`src/rtl/dvma_xlate_pkg.sv`:
```
// Package: shared state encoding and entry bit positions for the translator.
// Assumes the entry layout: valid at bit 1, writeable at bit 2, cacheable at bit 7.
package dvma_xlate_pkg;

    typedef enum logic [1:0] {
        ST_IDLE  = 2'd0,
        ST_FETCH = 2'd1,
        ST_DONE  = 2'd2
    } xl_state_e;

    localparam int unsigned PTE_VALID_BIT = 1;
    localparam int unsigned PTE_WRITE_BIT = 2;
    localparam int unsigned PTE_CACHE_BIT = 7;

endpackage

```
`src/rtl/dvma_pte_addr.sv`:
```
// Module: dvma_pte_addr
// Computes the byte address of a page-table entry from the device address,
// the table base and the window start. Purely combinational.
// Assumes entries are 4 bytes wide and pages are 2**PAGE_SHIFT bytes.
module dvma_pte_addr #(
    parameter int unsigned ADDR_W     = 32,
    parameter int unsigned PAGE_SHIFT = 12,
    parameter int unsigned BASE_SHIFT = 4
) (
    input  logic [ADDR_W-1:0] vaddr,
    input  logic [ADDR_W-1:0] base,
    input  logic [ADDR_W-1:0] win,
    output logic [ADDR_W-1:0] pte_addr
);
    localparam int unsigned IDX_SHIFT = PAGE_SHIFT - 2;
    localparam logic [ADDR_W-1:0] ALIGN_MASK = ~(ADDR_W'(3));

    logic [ADDR_W-1:0] stripped;
    logic [ADDR_W-1:0] idx_bytes;

    // Strip window bits, scale the page index to a word-aligned byte offset, add base.
    always_comb begin
        stripped  = vaddr & ~win;
        idx_bytes = (stripped >> IDX_SHIFT) & ALIGN_MASK;
        pte_addr  = (base << BASE_SHIFT) + idx_bytes;
    end
endmodule

```
`src/rtl/dvma_pte_decode.sv`:
```
// Module: dvma_pte_decode
// Turns a fetched entry and the request's page offset into a physical address,
// fault flag and permission bits. Purely combinational.
// Assumes the page number sits in entry bits [PPN_HI:PPN_LO] and that it
// moves left by BASE_SHIFT to land on physical bit PAGE_SHIFT.
module dvma_pte_decode
    import dvma_xlate_pkg::*;
#(
    parameter int unsigned ADDR_W     = 32,
    parameter int unsigned PAGE_SHIFT = 12,
    parameter int unsigned BASE_SHIFT = 4,
    parameter int unsigned PPN_LO     = 8,
    parameter int unsigned PPN_HI     = 26
) (
    input  logic [ADDR_W-1:0]     pte,
    input  logic [PAGE_SHIFT-1:0] offset,
    input  logic                  is_write,
    output logic [ADDR_W-1:0]     paddr,
    output logic                  fault,
    output logic                  cache,
    output logic                  writable
);
    localparam logic [ADDR_W-1:0] PPN_MASK =
        ((ADDR_W'(1) << (PPN_HI + 1)) - ADDR_W'(1)) & ~((ADDR_W'(1) << PPN_LO) - ADDR_W'(1));

    logic [ADDR_W-1:0] frame;

    // Decode permissions, fault condition and the translated address.
    always_comb begin
        writable = pte[PTE_WRITE_BIT];
        cache    = pte[PTE_CACHE_BIT];
        fault    = !pte[PTE_VALID_BIT] || (is_write && !pte[PTE_WRITE_BIT]);
        frame    = (pte & PPN_MASK) << BASE_SHIFT;
        paddr    = fault ? '0 : (frame | {{(ADDR_W-PAGE_SHIFT){1'b0}}, offset});
    end
endmodule

```
`src/rtl/dvma_xlate_fsm.sv`:
```
// Module: dvma_xlate_fsm
// Sequences one translation at a time: accept, fetch the entry, hold the response.
// Assumes the caller provides the entry address and the decoded response
// combinationally; enable is sampled only at acceptance.
module dvma_xlate_fsm
    import dvma_xlate_pkg::*;
#(
    parameter int unsigned ADDR_W     = 32,
    parameter int unsigned PAGE_SHIFT = 12
) (
    input  logic                  clk,
    input  logic                  rst_n,
    input  logic                  xl_en,
    input  logic                  req_valid,
    output logic                  req_ready,
    input  logic [ADDR_W-1:0]     req_addr,
    input  logic                  req_write,
    input  logic [ADDR_W-1:0]     pte_addr,
    output logic                  mem_rd_req,
    output logic [ADDR_W-1:0]     mem_rd_addr,
    input  logic                  mem_rd_ack,
    output logic [PAGE_SHIFT-1:0] off_q,
    output logic                  wr_q,
    input  logic [ADDR_W-1:0]     dec_paddr,
    input  logic                  dec_fault,
    input  logic                  dec_cache,
    input  logic                  dec_writable,
    output logic                  rsp_valid,
    input  logic                  rsp_ready,
    output logic [ADDR_W-1:0]     rsp_paddr,
    output logic                  rsp_fault,
    output logic                  rsp_cache,
    output logic                  rsp_writable
);
    xl_state_e         state;
    logic [ADDR_W-1:0] ent_q;

    // State register, captured request fields and registered response.
    always_ff @(posedge clk) begin
        if (!rst_n) begin
            state        <= ST_IDLE;
            ent_q        <= '0;
            off_q        <= '0;
            wr_q         <= 1'b0;
            rsp_paddr    <= '0;
            rsp_fault    <= 1'b0;
            rsp_cache    <= 1'b0;
            rsp_writable <= 1'b0;
        end else begin
            case (state)
                ST_IDLE: begin
                    if (req_valid) begin
                        off_q <= req_addr[PAGE_SHIFT-1:0];
                        wr_q  <= req_write;
                        if (xl_en) begin
                            ent_q <= pte_addr;
                            state <= ST_FETCH;
                        end else begin
                            rsp_paddr    <= req_addr;
                            rsp_fault    <= 1'b0;
                            rsp_cache    <= 1'b0;
                            rsp_writable <= 1'b1;
                            state        <= ST_DONE;
                        end
                    end
                end
                ST_FETCH: begin
                    if (mem_rd_ack) begin
                        rsp_paddr    <= dec_paddr;
                        rsp_fault    <= dec_fault;
                        rsp_cache    <= dec_cache;
                        rsp_writable <= dec_writable;
                        state        <= ST_DONE;
                    end
                end
                ST_DONE: begin
                    if (rsp_ready) begin
                        state <= ST_IDLE;
                    end
                end
                default: state <= ST_IDLE;
            endcase
        end
    end

    // Handshake outputs follow the state directly.
    always_comb begin
        req_ready   = (state == ST_IDLE);
        mem_rd_req  = (state == ST_FETCH);
        mem_rd_addr = ent_q;
        rsp_valid   = (state == ST_DONE);
    end
endmodule

```
`src/rtl/dvma_xlate.sv`:
```
// Module: dvma_xlate (top)
// Single-level page-table translator for device addresses: one entry read
// per request, fault on invalid or write-protected entries, pass-through
// when disabled. Assumes tbl_base and win_start are steady while a request is accepted.
module dvma_xlate #(
    parameter int unsigned ADDR_W     = 32,
    parameter int unsigned PAGE_SHIFT = 12,
    parameter int unsigned BASE_SHIFT = 4,
    parameter int unsigned PPN_LO     = 8,
    parameter int unsigned PPN_HI     = 26
) (
    input  logic              clk,
    input  logic              rst_n,
    input  logic              xl_en,
    input  logic [ADDR_W-1:0] tbl_base,
    input  logic [ADDR_W-1:0] win_start,
    input  logic              req_valid,
    output logic              req_ready,
    input  logic [ADDR_W-1:0] req_addr,
    input  logic              req_write,
    output logic              mem_rd_req,
    output logic [ADDR_W-1:0] mem_rd_addr,
    input  logic              mem_rd_ack,
    input  logic [ADDR_W-1:0] mem_rd_data,
    output logic              rsp_valid,
    input  logic              rsp_ready,
    output logic [ADDR_W-1:0] rsp_paddr,
    output logic              rsp_fault,
    output logic              rsp_cache,
    output logic              rsp_writable
);
    logic [ADDR_W-1:0]     pte_addr;
    logic [PAGE_SHIFT-1:0] off_q;
    logic                  wr_q;
    logic [ADDR_W-1:0]     dec_paddr;
    logic                  dec_fault;
    logic                  dec_cache;
    logic                  dec_writable;

    dvma_pte_addr #(
        .ADDR_W(ADDR_W), .PAGE_SHIFT(PAGE_SHIFT), .BASE_SHIFT(BASE_SHIFT)
    ) u_addr (
        .vaddr(req_addr), .base(tbl_base), .win(win_start), .pte_addr(pte_addr)
    );

    dvma_pte_decode #(
        .ADDR_W(ADDR_W), .PAGE_SHIFT(PAGE_SHIFT), .BASE_SHIFT(BASE_SHIFT),
        .PPN_LO(PPN_LO), .PPN_HI(PPN_HI)
    ) u_dec (
        .pte(mem_rd_data), .offset(off_q), .is_write(wr_q),
        .paddr(dec_paddr), .fault(dec_fault), .cache(dec_cache), .writable(dec_writable)
    );

    dvma_xlate_fsm #(
        .ADDR_W(ADDR_W), .PAGE_SHIFT(PAGE_SHIFT)
    ) u_fsm (
        .clk(clk), .rst_n(rst_n), .xl_en(xl_en),
        .req_valid(req_valid), .req_ready(req_ready), .req_addr(req_addr), .req_write(req_write),
        .pte_addr(pte_addr),
        .mem_rd_req(mem_rd_req), .mem_rd_addr(mem_rd_addr), .mem_rd_ack(mem_rd_ack),
        .off_q(off_q), .wr_q(wr_q),
        .dec_paddr(dec_paddr), .dec_fault(dec_fault), .dec_cache(dec_cache),
        .dec_writable(dec_writable),
        .rsp_valid(rsp_valid), .rsp_ready(rsp_ready), .rsp_paddr(rsp_paddr),
        .rsp_fault(rsp_fault), .rsp_cache(rsp_cache), .rsp_writable(rsp_writable)
    );
endmodule

```
`config.mk`:
```
export PLATFORM = sky130hd
export DESIGN_NAME = dvma_xlate
export DESIGN_NICKNAME = d
export VERILOG_FILES = /design/src/rtl/dvma_xlate_pkg.sv /design/src/rtl/dvma_pte_addr.sv /design/src/rtl/dvma_pte_decode.sv /design/src/rtl/dvma_xlate_fsm.sv /design/src/rtl/dvma_xlate.sv
export SDC_FILE = /design/constraint.sdc
export NUM_CORES = 1
export LEC_CHECK = 0
export BUFFER_PORTS_ARGS = -buffer_cell sky130_fd_sc_hd__clkbuf_2
export CAP_MARGIN = 0
export CORE_MARGIN = 2
export CORE_UTILIZATION = 45
export CTS_BUF_LIST = sky130_fd_sc_hd__clkbuf_16
export DETAILED_ROUTE_END_ITERATION = 10
export PLACE_DENSITY_LB_ADDON = 0.1
export SYNTH_ARGS = -nofsm -noshare
export SYNTH_HDL_FRONTEND = slang
export SYNTH_SLANG_ARGS = --single-unit
export TNS_END_PERCENT = 50
```
`constraint.sdc`:
```
create_clock -name clk -period 2.8 [get_ports clk]
set_clock_uncertainty 0.2 [all_clocks]
set_input_delay 0.14 -clock clk [delete_from_list [all_inputs] [get_ports clk]]
set_output_delay 0.14 -clock clk [all_outputs]
set_load 0.02 [all_outputs]
```
== After elaboration in Yosys (flattened, before gate mapping) ==
Cells that the tools add are included.

* Register bits: 82
* Bits of input ports: 135
* Output and inout port bits: 70
* Word-level logic and storage cells: 48

* Add/subtract/negate cells: 1
* Eq/ne operators: 6
* Muxes and demuxes: 20
* Bitwise gates (word level): 3
* Reduce and logical (&&, ||, !) cells: 10

{| class="wikitable"
|+ Operators by type and width
! kind !! number
|-
| 32-bit two-way mux || 3
|-
| 32-bit case mux with 2 select lines || 1
|-
| 32-bit by 22-bit adder with 32-bit output || 1
|-
| 32-bit bitwise AND || 1
|-
| 32-bit NOT || 1
|-
| 31-bit two-way mux || 1
|-
| 31-bit by 12-bit bitwise OR with 31-bit output || 1
|-
| 2-bit two-way mux || 4
|-
| 1-bit two-way mux || 7
|-
| 1-bit case mux with 2 select lines || 3
|-
| 2-bit case mux with 3 select lines || 1
|-
| 3-bit AND reduction || 2
|-
| 2-bit by 1-bit inequality test with 1-bit output, second input constant || 2
|-
| 2-bit inequality test, second input constant || 2
|-
| 4-bit AND reduction || 1
|-
| 2-bit by 1-bit equality test with 1-bit output, second input constant || 1
|-
| 2-bit equality test, second input constant || 1
|-
| 1-bit zero test || 2
|-
| 2-bit zero test || 1
|-
| 2-bit AND reduction || 1
|-
| 2-bit nonzero test || 1
|-
| 1-bit logical AND || 1
|-
| 1-bit logical OR || 1
|}

== Logic depth before layout (Yosys ltp) ==
Gate-level depths: netlist of run 1.

* Depth after elaboration: 6
* Mapped depth: 10
* Mapped depth without buffers: 10

== Cells and area by module ==
From an unflattened synthesis of run 1, not the netlist that was laid out.

* Cells, all modules: 585
* Area, all modules: 4952.2 µm²

{| class="wikitable"
|+ By module, submodules not included
! module !! times used !! cells each !! area an instance (µm²) !! sequential area each (µm²)
|-
| dvma_xlate_fsm || 1 || 373 || 3412.0 || 1641.6
|-
| dvma_pte_addr || 1 || 169 || 1251.2 || 0.0
|-
| dvma_pte_decode || 1 || 43 || 289.0 || 0.0
|}

== Worst setup path before layout of run 1 ==
OpenSTA, ideal clock, no wires.

* Path type: input port to flip-flop
* From: input req_addr[14]
* To: register u_fsm.ent_q[30], in the netlist u_fsm.mem_rd_addr[30]
* Setup time: 0.120 ns
* Data arrival time: 2.158 ns
* Required time: 2.480 ns
* Path slack: 0.323 ns
* Cell stages on the path: 10
* Path buffers: 0
* Path through: nor2b_1 > ha_1 > fa_1 > a21o_1 > a311o_1 > nand2_1 > o21ai_1 > a21o_1 > nor4b_1 > o31a_1

* Cells in the longest elaborated chain, start to end: 2

{| class="wikitable"
|+ Ends and longest elaborated chain
! item !! RTL line !! RTL
|-
| start, declared || dvma_xlate.sv:19 || <nowiki>input logic [ADDR_W-1:0] req_addr,</nowiki>
|-
| 32-bit bitwise AND || dvma_pte_addr.sv:23 || <nowiki>stripped = vaddr & ~win;</nowiki>
|-
| 32-bit by 22-bit adder with 32-bit output || dvma_pte_addr.sv:25 || <nowiki>pte_addr = (base << BASE_SHIFT) + idx_bytes;</nowiki>
|-
| end signal, assigned || dvma_xlate_fsm.sv:56 || <nowiki>ent_q <= pte_addr;</nowiki>
|-
| end, declared || dvma_xlate_fsm.sv:36 || <nowiki>logic [ADDR_W-1:0] ent_q;</nowiki>
|}

No other way between the ends.
A chain may end at the register's enable or synchronous reset.

== Worst setup path in the final report of run 1 ==
* From: input req_addr[23]
* To: register u_fsm.ent_q[31], in the netlist u_fsm.mem_rd_addr[31]

The elaborated chain is that of the path after synthesis.

==> results of run 1 <==
state kept, by name, indices dropped and copies added, names as in the netlist:
| name | count |
|---|---|
| u_fsm.mem_rd_addr | 30 |
| u_fsm.rsp_paddr | 32 |
| u_fsm.rsp_fault | 1 |
| u_fsm.wr_q | 1 |
| u_fsm.state | 2 |
| u_fsm.rsp_cache | 1 |
| u_fsm.rsp_writable | 1 |
| u_fsm.off_q | 12 |
logic make-up after synthesis:
logic type | share of synthesized area, %
buffers and inverters | 4.052
XOR/XNOR | 2.579
flip-flops | 36.27
AO/OA/AOI/OAI | 23.92
adder cells (fa/ha/maj) | 5.554
other | 0.08493
AND/OR/NAND/NOR | 27.09
multiplexers | 0.4534
routing by layer:
metal	share of wire, %	routed length [um]	up-vias
met5	0	0	-
met4	1.6	218	0
met3	7.4	1036	24
met2	49	6785	201
met1	42	5911	2274
li1	-	-	2416
per-stage QoR:
stage | cells | setup slack (ns)
6_report | 910 | 0.1456
5_1_grt | 910 | 0.003567
4_1_cts | 910 | 0.1237
3_5_place_dp | 830 | 0.05885
3_3_place_gp | 830 | 0.09912
2_1_floorplan | 545 | 0.3225
cell type report:
class                   instances  share of cell area, %
inverters                       6                 0.3552
flip-flops and latches         80                  25.26
well taps                     133                  2.625
clock buffers                   9                  3.552
clock inverters                 7                 0.8289
repair buffers                253                  25.54
multi-input cells             422                  41.84
worst reg2reg max path, cell delays in order (launching register included):
cell and delay, ns:
dfxtp_1 0.36, nand2b_1 0.21, nor2_4 0.45, buf_4 0.30, a221oi_1 0.10, dlygate4sd3_1 0.58, nor3b_1 0.18
report_power, final:
part | internal (mW) | total, mW | switching, mW
clock network | 0.610 | 1.12 | 0.509
registers | 1.23 | 1.28 | 0.0499
logic | 0.361 | 0.839 | 0.478
total | 2.20 | 3.24 | 1.04
path summary, 6_finish.rpt:
check / end / cells after the start / start
worst min register to register: u_fsm.mem_rd_addr[4] / 2 / u_fsm.mem_rd_addr[4]
worst max-delay path: u_fsm.mem_rd_addr[31] / 11 / req_addr[23]
worst max register to register: u_fsm.rsp_paddr[15] / 6 / u_fsm.state[1]
worst min-delay path: u_fsm.rsp_paddr[18] / 3 / req_addr[18]
layout by cell type, fill, tap and decap left out, types with 3 or more instances in the layout:
cell type | netlist | final
a21boi_0 | 23 | 23
a21o_1 | 8 | 8
a21oi_1 | 25 | 24
a21oi_2 | 3 | 4
a221oi_1 | 32 | 32
a31oi_1 | 5 | 5
and2_1 | 10 | 10
and3_1 | 4 | 4
buf_4 | 2 | 13
clkbuf_16 | 0 | 9
clkbuf_2 | 1 | 176
dfxtp_1 | 80 | 80
dlygate4sd3_1 | 0 | 64
ha_1 | 18 | 17
inv_1 | 6 | 6
inv_6 | 0 | 4
nand2_1 | 75 | 75
nand3_1 | 12 | 12
nand3b_1 | 5 | 5
nand4_1 | 7 | 7
nor2_1 | 50 | 49
nor2b_1 | 22 | 22
nor3_1 | 3 | 3
nor3b_1 | 31 | 31
o21a_1 | 5 | 5
o21ai_0 | 27 | 27
o21ai_1 | 5 | 5
o31ai_1 | 3 | 3
xnor2_1 | 7 | 7
xor2_1 | 6 | 6
what timing repair did:
item                                   in CTS  in global routing
setup endpoints to repair                   0                  6
hold buffers                               64                  0
endpoints found under the hold margin      59                  0
resized for setup                           0                  2
==> impl_metrics.tcl, run 1 <==
set metrics [dict create \
    status "finished clean" \
    use_met2_pct 44.21 \
    final_area_sq_um 6340 \
    synth-seq-cells 80 \
    critPathCaptureType "flop" \
    drc_errors 0 \
    clkTransAtPathRegs_ns 0.06 \
    ir_drop_mv 0.3192 \
    n_antenna_cell 0 \
    finalSetupViolations 0 \
    synthArstFlopShare_pct 0 \
    cp_slowest_cell "dlygate4sd3_1" \
    tritoncts "done" \
    final_nets 926 \
    critPathBufInv 3 \
    path_cells "dlygate4sd3_1, clkbuf_2, nor2b_1, ha_2, inv_1, nor2_2, nand2_2, o21ai_2, a21oi_2, or4_1, a31oi_1" \
    synth_edf_count 0 \
    post-cts-setup-buffer-count 0 \
    grt_pass1_wl_um 21270 \
    drtPass1Iterations 5 \
    syn_to_final_growth_pct 43.58 \
    fin_util_pct 65.77 \
    place.gp.congestion 0.8550 \
    initialDrtViolationCount 180 \
    fillers 815 \
    met1_usage_pct 30.84 \
    placedInstanceArea_sq_um 5414 \
    ys_seq_area_share_pct 36.27 \
    rsz0062_at_grt "no" \
    ys_top_cells_by_count "dfxtp_1 (80), nand2_1 (75), nor2_1 (50)" \
    synth_top_area_share_pct 36.27 \
    relSlewSlack_pct 34.53 \
    cp_top_family "simple AND/OR/NAND/NOR gates" \
    multi_input_area_sq_um 2653 \
    ant_nets 0 \
    worst_pin_slew_ns 0.9821 \
    holdWs_ns 0.006659 \
    yosysMostFrequentCell "dfxtp_1" \
    max_cap_violations 0 \
    io_buffers 176 \
    crit_required_ns 2.87 \
    cts-htree-levels 3 \
    via_per_inst 5.401 \
    wl_um 13950 \
    startpoint_type "input port" \
    yosysTopAreaCell "dfxtp_1" \
    ys_types 56 \
    wl_per_cell_um 15.33 \
    hpwl_um 9740 \
    p_leak_nw 2.856 \
    finalCritPeriodShare_pct 94.80 \
    clock.fmax_mhz 376.7 \
    clockBufferDepth 2 \
    core.rowCount 36 \
    synth_cells 544 \
    clk_latency_ns 0.34 \
    cts_buffers 9 \
    max_stage_delay_ns 0.54 \
    vias 4915 \
    grt_use_total_pct 25.56 \
    first_global_vias 4554 \
    setup_tns_ns 0 \
    io_pins 205 \
    coreArea_sq_um 9639 \
    grt_overflow 0 \
    initial_utilization_pct 45.81 \
    die-area_sq_um 10620 \
    post-route-min-period_ns 2.654 \
    root_buffer "clkbuf_16" \
    synth_area_leaders "dfxtp_1 (36%), nand2_1 (6.4%), a221oi_1 (6.3%)" \
    drive_above_1_share_pct 28.06 \
    finalHoldViolations 0 \
    use_met3_pct 6.237 \
    antenna_found_initial 0 \
    drv_slew 0 \
    synth_ff_type "dfxtp_1" \
    grt.busiest_layer "met2" \
    min_path_type "in -> reg" \
    finalPower_mw 3.235 \
    cp_data_arrival_time_ns 2.72 \
    grt_start_max_net_pins 56 \
    power_density_nw_per_um2 510.3 \
    worstPathMaxFanout 10 \
    regArea_sq_um 1602 \
    synth.avg_cell_area_sq_um 8.117 \
    cts_num_sinks 80 \
    rrSetupSlack_ns 0.34 \
    dieWidth_um 103.1 \
    crit_type "in -> reg" \
    yosysWarnings 0 \
    syn_area_sq_um 4415 \
    die_y_um 103.1 \
]
Note: power is estimated with default switching activity, not from simulation.
==> run 2, diff against run 1 <==
--- a/config.mk
+++ b/config.mk
@@ -8,7 +8,7 @@
 export BUFFER_PORTS_ARGS = -buffer_cell sky130_fd_sc_hd__clkbuf_2
 export CAP_MARGIN = 0
 export CORE_MARGIN = 2
-export CORE_UTILIZATION = 45
+export CORE_UTILIZATION = 47
 export CTS_BUF_LIST = sky130_fd_sc_hd__clkbuf_16
 export DETAILED_ROUTE_END_ITERATION = 10
 export PLACE_DENSITY_LB_ADDON = 0.1
==> run 2 against run 1 <==
  * Sequential power barely moved
  * Utilization grew 3.3 points
  * The run now ends with negative hold slack left
  * Setup slack hardly changed
  * Via count grew 0.14%
  * Wire length rose by 2.3%
  * Power up 4.0%
==> impl_metrics.tcl, run 2 (synthesis results as in run 1) <==
set metrics [dict create \
    io_buffers 176 \
    met1_usage_pct 32.35 \
    grt_use_total_pct 27.62 \
    vias 4922 \
    antenna_found_initial 0 \
    ant_nets 0 \
    first_global_vias 4792 \
    initial_utilization_pct 48.01 \
    max_cap_violations 0 \
    drv_slew 0 \
    initialDrtViolationCount 182 \
    tritoncts "done" \
    hold_path_end "u_fsm.rsp_paddr[19]" \
    syn_to_final_growth_pct 43.84 \
    finalPower_mw 3.364 \
    worstHoldStart "req_addr[19]" \
    finalHoldViolations 1 \
    finalCritPeriodShare_pct 94.80 \
    rrSetupSlack_ns 0.41 \
    cts-htree-levels 3 \
    hpwl_um 9529 \
    drive_above_1_share_pct 27.71 \
    power_density_nw_per_um2 529.7 \
    die-area_sq_um 10190 \
    cp_data_arrival_time_ns 2.71 \
    rr_worst_depth 7 \
    io_pins 205 \
    crit_type "in -> reg" \
    use_met2_pct 49.59 \
    ir_drop_mv 0.3366 \
    post-route-min-period_ns 2.654 \
    clock.fmax_mhz 376.7 \
    final_common_cell "clkbuf_2" \
    worst_pin_slew_ns 0.6739 \
    wl_um 14270 \
    grt_overflow 0 \
    dieWidth_um 100.9 \
    largest_reg_flops 32 \
    max_stage_delay_ns 0.55 \
    n_antenna_cell 0 \
    wl_per_cell_um 16.09 \
    cts_buffers 9 \
    finalSetupViolations 0 \
    place.gp.congestion 0.8593 \
    rr_startpoint "u_fsm.state[0]" \
    drc_errors 0 \
    relSlewSlack_pct 55.07 \
    grt.busiest_layer "met2" \
    clk_latency_ns 0.33 \
    final_cell_mix "clkbuf_2 (176), dfxtp_1 (80), nand2_1 (75)" \
    min_path_type "in -> reg" \
    clockBufferDepth 2 \
    hold_depth 3 \
    drtPass1Iterations 4 \
    crit_required_ns 2.86 \
    grt_start_max_net_pins 42 \
    fillers 759 \
    final_area_sq_um 6351 \
    status "finished, violations left" \
    path_cells "dlygate4sd3_1, clkbuf_2, nor2b_1, ha_1, nand2_1, nor2_4, nand2_2, o21ai_2, a21oi_2, or4_1, a31oi_1" \
    dp_slack_ns 0.04657 \
    startpoint_type "input port" \
    cp_slowest_cell "dlygate4sd3_1" \
    clkTransAtPathRegs_ns 0.06 \
    top_register "u_fsm.rsp_paddr" \
    coreArea_sq_um 9196 \
    grt_pass1_wl_um 22450 \
    reg2reg_to "u_fsm.rsp_paddr[12]" \
    final_nets 925 \
    use_met3_pct 4.924 \
    critPathCaptureType "flop" \
    via_per_inst 5.549 \
    rsz0062_at_grt "no" \
    die_y_um 100.9 \
    violations "negative hold slack" \
    final.setup.worst_slack_ns 0.1456 \
    setup_tns_ns 0 \
    placedInstanceArea_sq_um 5391 \
    root_buffer "clkbuf_16" \
    holdWs_ns -0.001914 \
    p_leak_nw 2.875 \
    cts_num_sinks 80 \
    worstPathMaxFanout 10 \
    core.rowCount 35 \
]
==> run 2: cell type report <==
type                    instances  area (sq um)  area share [%]
clock buffers                   9         225.2           3.546
clock inverters                 7         83.83           1.320
inverters                       6         22.52          0.3546
multi-input cells             422          2653           41.77
flip-flops and latches         80          1602           25.22
well taps                     111         138.9           2.187
repair buffers                252          1627           25.61
==> run 2: how the worst max path moves through the flow <==
stage                       startpoint                    end  slack, ns  depth (start not counted)
after global placement    req_addr[14]  u_fsm.mem_rd_addr[20]       0.10                         11
after floorplan           req_addr[14]  u_fsm.mem_rd_addr[30]       0.32                         10
final                     req_addr[24]  u_fsm.mem_rd_addr[31]       0.15                         11
after CTS                 req_addr[24]  u_fsm.mem_rd_addr[31]       0.18                         11
after global routing      req_addr[24]  u_fsm.mem_rd_addr[31]       0.05                         11
after detailed placement  req_addr[14]  u_fsm.mem_rd_addr[20]       0.05                         11
==> run 2: stage by stage <==
step,hold slack [ns],std cells,utilization (%)
after floorplan,0.07659,545,-
after global placement,0.1820,806,58.63
after detailed placement,0.1917,806,58.63
after CTS,0.0005133,887,69.06
after global routing,0.01477,887,69.06
final,-0.001914,887,69.06
==> run 2: critical path, delay by kind of cell <==
family,cells,cell delay [ns]
AOI/OAI and AO/OA,3,0.54
adders and majority gates,1,0.38
buffers and inverters,2,0.66
and+or+nand+nor,5,0.97
==> run 2: report_power, final <==
group,switching [mW],internal (mW),total (mW)
combinational,0.483,0.361,0.845
clock,0.531,0.711,1.24
sequential,0.0508,1.23,1.28
==> run 2: timing repair <==
action / in CTS / in global routing
hold buffers: 65 / 0
gates resized for setup: 0 / 0
endpoints found under the hold margin: 60 / 0
buffers inserted: 0 / 0
==> run 2: metal layers <==
layer | wire (um) | vias to the layer above
li1 | - | 2416
met1 | 5959 | 2275
met2 | 7054 | 192
met3 | 843 | 39
met4 | 415 | 0
met5 | 0 | -
==> run 3, diff against run 2 <==
--- a/config.mk
+++ b/config.mk
@@ -8,11 +8,12 @@
 export BUFFER_PORTS_ARGS = -buffer_cell sky130_fd_sc_hd__clkbuf_2
 export CAP_MARGIN = 0
 export CORE_MARGIN = 2
-export CORE_UTILIZATION = 47
+export CORE_UTILIZATION = 49
 export CTS_BUF_LIST = sky130_fd_sc_hd__clkbuf_16
 export DETAILED_ROUTE_END_ITERATION = 10
 export PLACE_DENSITY_LB_ADDON = 0.1
 export SYNTH_ARGS = -nofsm -noshare
 export SYNTH_HDL_FRONTEND = slang
+export SYNTH_HIERARCHICAL = 1
 export SYNTH_SLANG_ARGS = --single-unit
 export TNS_END_PERCENT = 50
==> run 3 against run 2 <==
  * The run now ends clean
  * Global-route usage fell by 1.4 points
  * Sequential share of layout area shrank 0.42 points
  * Non-clock buffer count decreased by 19
  * Combinational power increased by 1%
  * Fmax down 0.31%
  * Worst hold slack improved by 0.010 ns
  * Setup slack worse by 0.0082 ns
==> impl_metrics.tcl, run 3 <==
set metrics [dict create \
    synth_ff_type "dfxtp_1" \
    drv_slew 0 \
    drc_errors 0 \
    yosysMostFrequentCell "dfxtp_1" \
    clk_latency_ns 0.34 \
    drive_above_1_share_pct 29.92 \
    placedInstanceArea_sq_um 5888 \
    clkTransAtPathRegs_ns 0.06 \
    final_nets 931 \
    clockPowerShare_pct 35.5 \
    vias 4987 \
    hold_depth 4 \
    path_cells "dlygate4sd3_1, clkbuf_2, nor2b_1, ha_4, nand4_1, nor2_1, o311ai_1, o211ai_1, a211o_1, a311oi_2, xnor2_1, nand3_1, nand2_1" \
    crit_required_ns 2.88 \
    initialDrtViolationCount 227 \
    ys_top_cells_by_count "dfxtp_1 (82), nand3_1 (71), nand2_1 (69)" \
    max_cap_violations 0 \
    p_leak_nw 3.504 \
    rr_worst_depth 4 \
    drtPass1Iterations 5 \
    wl_um 14350 \
    critPathBufInv 2 \
    grt_start_max_net_pins 69 \
    initial_utilization_pct 50.67 \
    synthArstFlopShare_pct 0 \
    finalCritPeriodShare_pct 95.09 \
    rr_startpoint "u_fsm/state[1]" \
    startpoint_type "input port" \
    syn_area_sq_um 4952 \
    synth_cells 585 \
    root_buffer "clkbuf_16" \
    antenna_found_initial 0 \
    hpwl_um 10180 \
    io_buffers 178 \
    cts_num_sinks 82 \
    worstPathMaxFanout 7 \
    yosysWarnings 6 \
    ys_types 60 \
    power_density_nw_per_um2 506.8 \
    grt_pass1_wl_um 23560 \
    seqPwrFrac_pct 39.0 \
    synth.avg_cell_area_sq_um 8.465 \
    die_y_um 104.5 \
    ir_drop_mv 0.2545 \
    p_sw_share_pct 30.63 \
    status "finished clean" \
    synth_top_area_share_pct 33.15 \
    place.gp.congestion 0.9217 \
    hold_path_end "u_fsm/rsp_paddr[20]" \
    grt_overflow 0 \
    final_area_sq_um 6626 \
    max_stage_delay_ns 0.53 \
    core.rowCount 36 \
    cp_data_arrival_time_ns 2.74 \
    crit_path_start "req_addr[25]" \
    via_per_inst 5.450 \
    wl_per_cell_um 15.68 \
    synth_area_leaders "dfxtp_1 (33%), nand3_1 (7.2%), mux2i_1 (6.5%)" \
    worstHoldStart "req_addr[20]" \
    pwr-share-comb_pct 25.5 \
    cp_slowest_cell "dlygate4sd3_1" \
    coreArea_sq_um 9774 \
    yosysTopAreaCell "dfxtp_1" \
    relSlewSlack_pct 60.87 \
    die-area_sq_um 10930 \
    worst_pin_slew_ns 0.5870 \
    cts_buffers 9 \
    crit_type "in -> reg" \
    n_antenna_cell 0 \
    post-route-min-period_ns 2.663 \
    grt_use_total_pct 26.27 \
    ys_seq_area_share_pct 33.15 \
    intPower_mw 2.330 \
    syn_to_final_growth_pct 33.81 \
    critPathCaptureType "flop" \
    tritoncts "done" \
    finalHoldViolations 0 \
    finalSetupViolations 0 \
    rsz0062_at_grt "no" \
    synth_edf_count 0 \
    final_cell_mix "clkbuf_2 (177), dfxtp_1 (81), nand3_1 (71)" \
    cts-htree-levels 3 \
    clockBufferDepth 2 \
    dieWidth_um 104.5 \
    fillers 868 \
    min_path_type "in -> reg" \
    clock.fmax_mhz 375.6 \
    io_pins 205 \
    ant_nets 0 \
    switchingPower_mw 1.029 \
    rrSetupSlack_ns 0.75 \
    reg2reg_to "u_fsm/rsp_paddr[24]" \
    synth-seq-cells 82 \
    first_global_vias 4833 \
    final_common_cell "clkbuf_2" \
    holdWs_ns 0.008388 \
    finalPower_mw 3.358 \
    cp_top_family "compound AO/OA/AOI/OAI gates" \
]
[run 3: layout make-up]
class / count / area (sq um) / share of cell area (%)
Sequential cell: 82 / 1643 / 24.79
Timing Repair Buffer: 233 / 1429 / 21.56
Tap cell: 133 / 166.4 / 2.511
Multi-Input combinational cell: 449 / 3080 / 46.49
Clock buffer: 9 / 225.2 / 3.399
Clock inverter: 7 / 75.07 / 1.133
Inverter: 2 / 7.507 / 0.1133
[run 3: cell families (layout without fill, tap and decap cells)]
family | Yosys count | in the layout | synth area share, %
muxes | 32 | 32 | 6.468
xor gates and xnor gates | 25 | 25 | 4.421
DFF | 82 | 82 | 33.15
other | 2 | 3 | 0.1516
buffers and inverters | 55 | 251 | 5.862
AOI/OAI and AO/OA | 137 | 137 | 20.64
adders and majority gates | 19 | 19 | 4.952
and+or+nand+nor | 233 | 233 | 24.36
[run 3: how the worst max path moves through the flow]
| stage | end | cells after the start |
|---|---|---|
| after floorplan | u_fsm/mem_rd_addr[28] | 12 |
| after global placement | u_fsm/mem_rd_addr[28] | 13 |
| after detailed placement | u_fsm/mem_rd_addr[28] | 13 |
| after CTS | u_fsm/mem_rd_addr[31] | 13 |
| after global routing | u_fsm/mem_rd_addr[31] | 14 |
| final | u_fsm/mem_rd_addr[21] | 13 |
[run 3: power groups by stage]
stage	sequential, mW	clock, mW	combinational (mW)
after detailed placement	1.34	0	0.798
final	1.31	1.19	0.856
after floorplan	1.42	0	0.443
after global routing	1.32	1.27	0.932
after global placement	1.33	0	0.789
after CTS	1.31	1.22	0.844
[run 3: routing by layer]
| layer | track usage (%) | vias to the layer above | routed length [um] | part of all wire [%] |
|---|---|---|---|---|
| met3 | 4.928 | 26 | 855 | 6.0 |
| met4 | 11.00 | 0 | 323 | 2.3 |
| met5 | 0 | - | 0 | 0 |
| met1 | 34.95 | 2318 | 6440 | 45 |
| li1 | - | 2474 | - | - |
| met2 | 41.74 | 169 | 6731 | 47 |
[run 3: worst register-to-register path, cell delays in order (launching register included)]
cell and delay, ns:
dfxtp_1 0.56, and3b_1 0.24, or2_1 0.44, buf_12 0.26
o211a_1 0.22
[run 3: timing repair]
action                                  in CTS  in global routing
resized for setup                            0                  5
hold buffers                                39                  0
setup buffers                                0                  2
endpoints found under the hold margin       49                  0
endpoints found under the setup margin       0                  4
[run 3: metrics by stage]
step | TNS [ns] | cells | setup slack [ns] | utilization, %
after CTS | 0 | 913 | 0.07294 | 67.31
after floorplan | 0 | 586 | 0.1421 | -
after global placement | -0.04367 | 858 | -0.04367 | 60.24
final | 0 | 915 | 0.1375 | 67.79
after global routing | 0 | 915 | 0.01898 | 67.79
after detailed placement | -0.1399 | 858 | -0.09124 | 60.24
